===== src/rtl/irq_agg_pkg.sv =====
// Package: shared constants and the register address map of the interrupt aggregator.
// Assumes a 3-bit address and three source groups.
package irq_agg_pkg;
    localparam int NGRP   = 3;
    localparam int ADDR_W = 3;

    typedef enum logic [ADDR_W-1:0] {
        A_EN_TX  = 3'd0,
        A_EN_RX  = 3'd1,
        A_EN_SYS = 3'd2,
        A_SPARE  = 3'd3,
        A_ST_TX  = 3'd4,
        A_ST_RX  = 3'd5,
        A_ST_SYS = 3'd6,
        A_CFG    = 3'd7
    } reg_addr_e;

    localparam logic [ADDR_W-1:0] ST_BASE = A_ST_TX;
    localparam int CFG_POL_BIT = 0;
    localparam int CFG_OD_BIT  = 1;
endpackage


===== src/rtl/irq_group.sv =====
// Module: one interrupt group, holding an enable register and per-source status.
// Bits set in LIVE_MASK follow src_in as a level. All other bits latch a pulse
// on src_in and are cleared by st_rd. An event arriving in the same cycle as
// st_rd wins over the clear. Assumes synchronous active-low reset.
module irq_group #(
    parameter int SRC_W = 4,
    parameter logic [SRC_W-1:0] LIVE_MASK = '0
) (
    input  logic             clk,
    input  logic             rst_n,
    input  logic [SRC_W-1:0] src_in,
    input  logic             en_wr,
    input  logic [SRC_W-1:0] wr_data,
    input  logic             st_rd,
    output logic [SRC_W-1:0] en_q,
    output logic [SRC_W-1:0] status
);
    // Enable register: loads only on a write to this group's enable address.
    always_ff @(posedge clk) begin
        if (!rst_n)     en_q <= '0;
        else if (en_wr) en_q <= wr_data;
    end

    for (genvar b = 0; b < SRC_W; b++) begin : g_bit
        if (LIVE_MASK[b]) begin : g_live
            // Level source: status mirrors the input directly.
            assign status[b] = src_in[b];
        end else begin : g_latch
            logic flag_q;
            // Latched source: set on a pulse, clear on read, a new pulse beats the clear.
            always_ff @(posedge clk) begin
                if (!rst_n)         flag_q <= 1'b0;
                else if (st_rd)     flag_q <= src_in[b];
                else if (src_in[b]) flag_q <= 1'b1;
            end
            assign status[b] = flag_q;
        end
    end
endmodule


===== src/rtl/irq_pin_drive.sv =====
// Module: applies the active level and the drive mode to the combined interrupt.
// Push-pull always enables the pad. Open drain enables it only while asserted.
module irq_pin_drive (
    input  logic active,
    input  logic pol_high,
    input  logic open_drain,
    output logic pin_o,
    output logic pin_oe
);
    // Active level applied after the OR; the output enable depends on the drive mode.
    always_comb begin
        pin_o  = pol_high ? active : ~active;
        pin_oe = open_drain ? active : 1'b1;
    end
endmodule


===== src/rtl/irq_aggregator.sv =====
// Module: top of the interrupt aggregator. It decodes the register port, instantiates
// three source groups (the top system bit is the live low-battery level), ORs
// status AND enable into one pin, and registers read data one cycle after rd_en.
// Assumes a synchronous active-low reset and SRC_W >= 2.
module irq_aggregator
    import irq_agg_pkg::*;
#(
    parameter int SRC_W = 4
) (
    input  logic              clk,
    input  logic              rst_n,
    input  logic [SRC_W-1:0]  tx_evt,
    input  logic [SRC_W-1:0]  rx_evt,
    input  logic [SRC_W-2:0]  sys_evt,
    input  logic              batt_low,
    input  logic              wr_en,
    input  logic              rd_en,
    input  logic [ADDR_W-1:0] addr,
    input  logic [SRC_W-1:0]  wr_data,
    output logic [SRC_W-1:0]  rd_data,
    output logic              irq_out,
    output logic              irq_oe
);
    localparam logic [SRC_W-1:0] SYS_LIVE = SRC_W'(1) << (SRC_W - 1);

    logic [NGRP-1:0][SRC_W-1:0] src_arr;
    logic [NGRP-1:0][SRC_W-1:0] en_arr;
    logic [NGRP-1:0][SRC_W-1:0] st_arr;
    logic [1:0]                 cfg_q;
    logic                       any_act;

    assign src_arr[0] = tx_evt;
    assign src_arr[1] = rx_evt;
    assign src_arr[2] = {batt_low, sys_evt};

    for (genvar g = 0; g < NGRP; g++) begin : g_grp
        logic en_wr_g;
        logic st_rd_g;
        assign en_wr_g = wr_en && (addr == ADDR_W'(g));
        assign st_rd_g = rd_en && (addr == ST_BASE + ADDR_W'(g));
        irq_group #(
            .SRC_W    (SRC_W),
            .LIVE_MASK((g == NGRP - 1) ? SYS_LIVE : '0)
        ) u_grp (
            .clk    (clk),
            .rst_n  (rst_n),
            .src_in (src_arr[g]),
            .en_wr  (en_wr_g),
            .wr_data(wr_data),
            .st_rd  (st_rd_g),
            .en_q   (en_arr[g]),
            .status (st_arr[g])
        );
    end

    // Configuration register: active level and drive mode.
    always_ff @(posedge clk) begin
        if (!rst_n)                      cfg_q <= 2'b00;
        else if (wr_en && addr == A_CFG) cfg_q <= wr_data[1:0];
    end

    // Combine all enabled status bits into a single active flag.
    assign any_act = |(st_arr & en_arr);

    irq_pin_drive u_pin (
        .active    (any_act),
        .pol_high  (cfg_q[CFG_POL_BIT]),
        .open_drain(cfg_q[CFG_OD_BIT]),
        .pin_o     (irq_out),
        .pin_oe    (irq_oe)
    );

    // Registered read mux: captures the addressed register when rd_en is high.
    always_ff @(posedge clk) begin
        if (!rst_n) rd_data <= '0;
        else if (rd_en) begin
            case (addr)
                A_EN_TX:  rd_data <= en_arr[0];
                A_EN_RX:  rd_data <= en_arr[1];
                A_EN_SYS: rd_data <= en_arr[2];
                A_ST_TX:  rd_data <= st_arr[0];
                A_ST_RX:  rd_data <= st_arr[1];
                A_ST_SYS: rd_data <= st_arr[2];
                A_CFG:    rd_data <= SRC_W'(cfg_q);
                default:  rd_data <= '0;
            endcase
        end
    end
endmodule


===== config.mk =====
export PLATFORM = sky130hd
export DESIGN_NAME = irq_aggregator
export DESIGN_NICKNAME = d
export VERILOG_FILES = /design/src/rtl/irq_agg_pkg.sv /design/src/rtl/irq_group.sv /design/src/rtl/irq_pin_drive.sv /design/src/rtl/irq_aggregator.sv
export SDC_FILE = /design/constraint.sdc
export NUM_CORES = 1
export LEC_CHECK = 0
export ABC_CLOCK_PERIOD_IN_PS = 2560
export CAP_MARGIN = 20
export CELL_PAD_IN_SITES_DETAIL_PLACEMENT = 1
export CELL_PAD_IN_SITES_GLOBAL_PLACEMENT = 2
export CORE_ASPECT_RATIO = 1.4
export CORE_MARGIN = 2
export CORE_UTILIZATION = 34
export DETAILED_ROUTE_END_ITERATION = 16
export PLACE_DENSITY = 0.94
export SLEW_MARGIN = 20
export SYNTH_ARGS = -nofsm -noshare
export SYNTH_HDL_FRONTEND = slang
export SYNTH_SLANG_ARGS = --single-unit
export TNS_END_PERCENT = 100

===== constraint.sdc =====
create_clock -name clk -period 2.56 [get_ports clk]
set_clock_uncertainty 0.1 [all_clocks]
set_input_delay 0.768 -clock clk [delete_from_list [all_inputs] [get_ports clk]]
set_output_delay 0.768 -clock clk [all_outputs]
set_load 0.02 [all_outputs]

# Word level (Yosys, flattened, before mapping)
# Cells that the tools add are included.
[op_classes] eq_ne=6 mux=25 bitwise_logic=2 n_reduce_logical=20
[op_table] cell="one-hot mux 4 bit (7 select lines)" count=1
[op_table] cell="2-to-1 mux 1 bit" count=24
[op_table] cell="nonzero test 2 bit" count=11
[op_table] cell="bitwise AND 12 bit" count=1
[op_table] cell="equality test 3 bit (second input constant)" count=4
[op_table] cell="OR reduction 12 bit" count=1
[op_table] cell="logical AND 1 bit" count=7
[op_table] cell="equality test 3 x 1 -> 1 bit (second input constant)" count=1
[op_table] cell="equality test 3 x 2 -> 1 bit (second input constant)" count=1
[op_table] cell="logical NOT 3 bit" count=1
[op_table] cell="NOT 1 bit" count=1
[totals] register_bits=29 inputBits=23 output_inout_bits=6 word_cells=69

# Depth between registers and ports, before layout
[logic_depth] ltp_word=4 ltp_mapped=6 depth_no_buf=4

# Modules after synthesis
# A second synthesis with hierarchy kept.
[unflattened] cells_unflattened=160 area_unflattened_um2=1569.0
[modules_own_cells] mod="irq_group at g_grp[0].u_grp ..." instances=2 cells_each=29 area_per_inst_um2=321.6 seq_area_each_um2=160.2
[modules_own_cells] mod="irq_aggregator" instances=1 cells_each=74 area_per_inst_um2=623.1 seq_area_each_um2=120.1
[modules_own_cells] mod="irq_group at g_grp[2].u_grp" instances=1 cells_each=26 area_per_inst_um2=287.8 seq_area_each_um2=140.1
[modules_own_cells] mod="irq_pin_drive" instances=1 cells_each=2 area_per_inst_um2=15.0 seq_area_each_um2=0.0

# Worst setup path after synthesis
# Ideal clock, no wire load.
[synth_path] path_type="input -> output" startpoint="input port batt_low" endpoint="output port irq_out" arrival_ps=1544 required_ps=1692 path_slack_ps=148 path_stages=3 path_buffers=0 cell_sequence="a221oi_1 > and3_1 > xor2_1"
[synth_between] elab_chain_cells=4
[synth_rtl] item="from (decl)" line="irq_aggregator.sv:15" rtl="input logic batt_low,"
[synth_rtl] item="bitwise AND 12 bit *" line="irq_aggregator.sv:63" rtl="assign any_act = |(st_arr & en_arr);"
[synth_rtl] item="OR reduction 12 bit *" line="irq_aggregator.sv:63"
[synth_rtl] item="NOT 1 bit" line="irq_pin_drive.sv:12" rtl="pin_o = pol_high ? active : ~active;"
[synth_rtl] item="2-to-1 mux 1 bit *" line="irq_pin_drive.sv:12"
[synth_rtl] item="to (decl)" line="irq_aggregator.sv:21" rtl="output logic irq_out,"
# Every way passes the cells marked *; elsewhere a longest branch is shown, timed or not.

# Worst setup path after layout
# Ends and elaborated chain as after synthesis.

==> results.yml <==
yosys:
  synth-seq-area-share: 0.408
  postSynthCellCount: 139
  yosysWarningCount: 0
  synth_common_cells: "dfxtp_1, nor2b_1, mux2i_1"
  yosysTopAreaCell: "dfxtp_1"
  synth_most_common_cell: "dfxtp_1"
  async_flop_share: 0
  synth_edf_count: 0
  synth-main-ff-cell: "dfxtp_1"
  avgSynthCellArea_sq_um: 10.2
  synthesis.nets: 162
  ys_seq_elements: 29
  synth_area_leaders: "dfxtp_1, nor2b_1, mux2i_1"
  yosysUniqueCellTypes: 34
  syn_area_sq_mm: 0.00142
  yosys.area.top_type_share: 0.408
run_status:
  status: "complete, but fails checks"
  violations: "design-rule violations"
drt:
  top_layer: "met4"
  vias: 1251
  route.met2.wl_um: 2250
  wl_um: 4090
  drc: 3
  first_pass_iters: 10
  drt_iter0_drc: 23
  via_per_inst: 5.42
  avgRoutedWirePerCell_um: 17.7
  drtAntennaViolNets: 0
  route.met3.wl_um: 151
  drt-met1-wl_um: 1550
floorplan:
  die_h_um: 80.5
  core-area_sq_mm: 0.00399
  num_rows: 27
  pin_count: 29
  die_w_um: 58.7
  start_util: 0.357
  die_area_sq_mm: 0.00472
worst_hold_path:
  min_path_type: "flip-flop to flip-flop"
  min_path_cells: 2
  worstHoldEndpoint: "g_grp[1].u_grp.g_bit[1].g_latch.flag_q$_SDFFE_PN0P_"
  hp-start: "g_grp[1].u_grp.g_bit[1].g_latch.flag_q$_SDFFE_PN0P_"
worst_setup_path:
  crit_arrival_ns: 1.66
  crit_chain: "buf_2 > a221oi_2 > and3_1 > xor2_1 > buf_4"
  crit_type: "input pin to output port"
  crit_buf_inv: 2
  max_stage_delay_ns: 0.25
  cp-start-kind: "input pin"
  endpoint_kind: "output port"
  crit_required_ns: 1.69
  r2r_slack_ns: 1.08
  cpMaxStageDelayCell: "a221oi_2"
  reg2reg_from: "g_grp[0].u_grp.en_q[3]$_SDFFE_PN0P_"
  r2r_end: "rd_data[3]$_SDFFE_PN0P_"
  r2r_cells: 4
  crit_family: "buffers and inverters"
  path_max_fanout: 2
timing:
  relSlewSlack: 0.650
  final_max_slew_viol_count: 0
  timing.final.ws_setup_ns: 0.0315
  final.min_clock_period_ns: 2.53
  hold_viol: 0
  fin_crit_sh: 0.988
  max_freq_ghz: 0.395
  tns_ns: 0
  setup_viol: 0
  rsz0062_at_grt: "false"
  timing.hold.ws_ns: 0.449
  worst_slew_pin_slew_ns: 0.523
power_and_ir_drop:
  total_leakage_power_nw: 0.761
  peakVddDrop_mv: 0.333
  power.density_mw_per_mm2: 533
  total_power_mw: 1.05
global_route:
  gr-usage-all-layers: 0.199
  antenna_found_initial: 0
  grt_pass1_vias: 1363
  overflow: 0
  grt_max_degree: 19
  grt_pass1_wl_um: 6790
final_layout:
  syn_to_final_growth_pct: 38.0
  final_core_util: 0.492
  final_area_sq_mm: 0.00196
  multiInputGateArea_sq_um: 767
  antenna_cells: 0
  nets: 211
  drive_gt1_frac: 0.223
  regArea_sq_um: 581
  fillCellCount: 462
  instances_no_fill: 231
place:
  routabilityCongestion: 0.785
  hpwl_um: 3240
  placed_area_sq_mm: 0.00188
  numPortBuffers: 28
  place_ws_ns: -0.810
  dp.cells: 224
clock_tree:
  clock_sinks: 29
  cts_max_level: 2
  cts_tree: "done"
  clk_pin_slew_worst_paths_ns: 0.05
  cts_buffers: 5
  clock_latency_ns: 0.29
  clock_path_buffers: 2
  root_buffer: "clkbuf_8"
run:
  maxCapViolations: 0
state kept, by name (all words and copies together), names as in the netlist:
name	count
cfg_q	2
g_grp.u_grp.en_q	12
g_grp.u_grp.g_bit.g_latch.flag_q	11
rd_data	4
kinds of logic after synthesis:
family | Yosys count | synth area share
compound gates | 31 | 0.147
xor+xnor | 1 | 0.00616
buf+inv | 13 | 0.0572
flops | 29 | 0.408
mux | 21 | 0.179
simple gates | 44 | 0.203
cell usage in the layout, fill, tap and decap left out, drive strengths merged, types with 3 or more instances in the layout:
master          n
a22o            3
a21oi          15
mux4            3
nand3           4
a221oi          3
dfxtp          29
mux2i          16
nor2b          28
clkbuf          7
nor2            3
buf            28
clkdlybuf4s50  25
worst min-delay path: stages, from the launching register on:
cell and delay (ns):
dfxtp_1 0.33, a21oi_1 0.12, nor2b_1 0.05
routing by layer:
metal,vias up,track usage
li1,602,-
met1,613,0.207
met2,28,0.353
met3,8,0.0435
met4,0,0.123
met5,-,0
cell type report:
class	count	area share
clock buffers	7	0.0440
repair buffers	53	0.238
inverters	2	0.00382
well taps	43	0.0274
multi-input cells	97	0.391
flip-flops and latches	29	0.296
power by group:
group | leakage, nW | switching, mW | internal (mW)
clock | 0.0443 | 0.168 | 0.213
combinational | 0.479 | 0.0760 | 0.102
sequential | 0.238 | 0.0147 | 0.473
what timing repair did:
item                       in CTS  in global routing
setup buffers                   0                  0
hold buffers                    0                  0
setup endpoints to repair       2                  0
gates resized for setup        14                  0
worst max path at each step:
stage             start      end  slack [ns]  cells past startpoint
2_1_floorplan  batt_low  irq_out        0.15                      3
3_3_place_gp   batt_low  irq_out       -0.78                      5
3_5_place_dp   batt_low  irq_out       -0.81                      5
4_1_cts        batt_low  irq_out        0.03                      5
5_1_grt        batt_low  irq_out        0.01                      5
6_report       batt_low  irq_out        0.03                      5
Note: power is estimated with default switching activity, not from simulation.
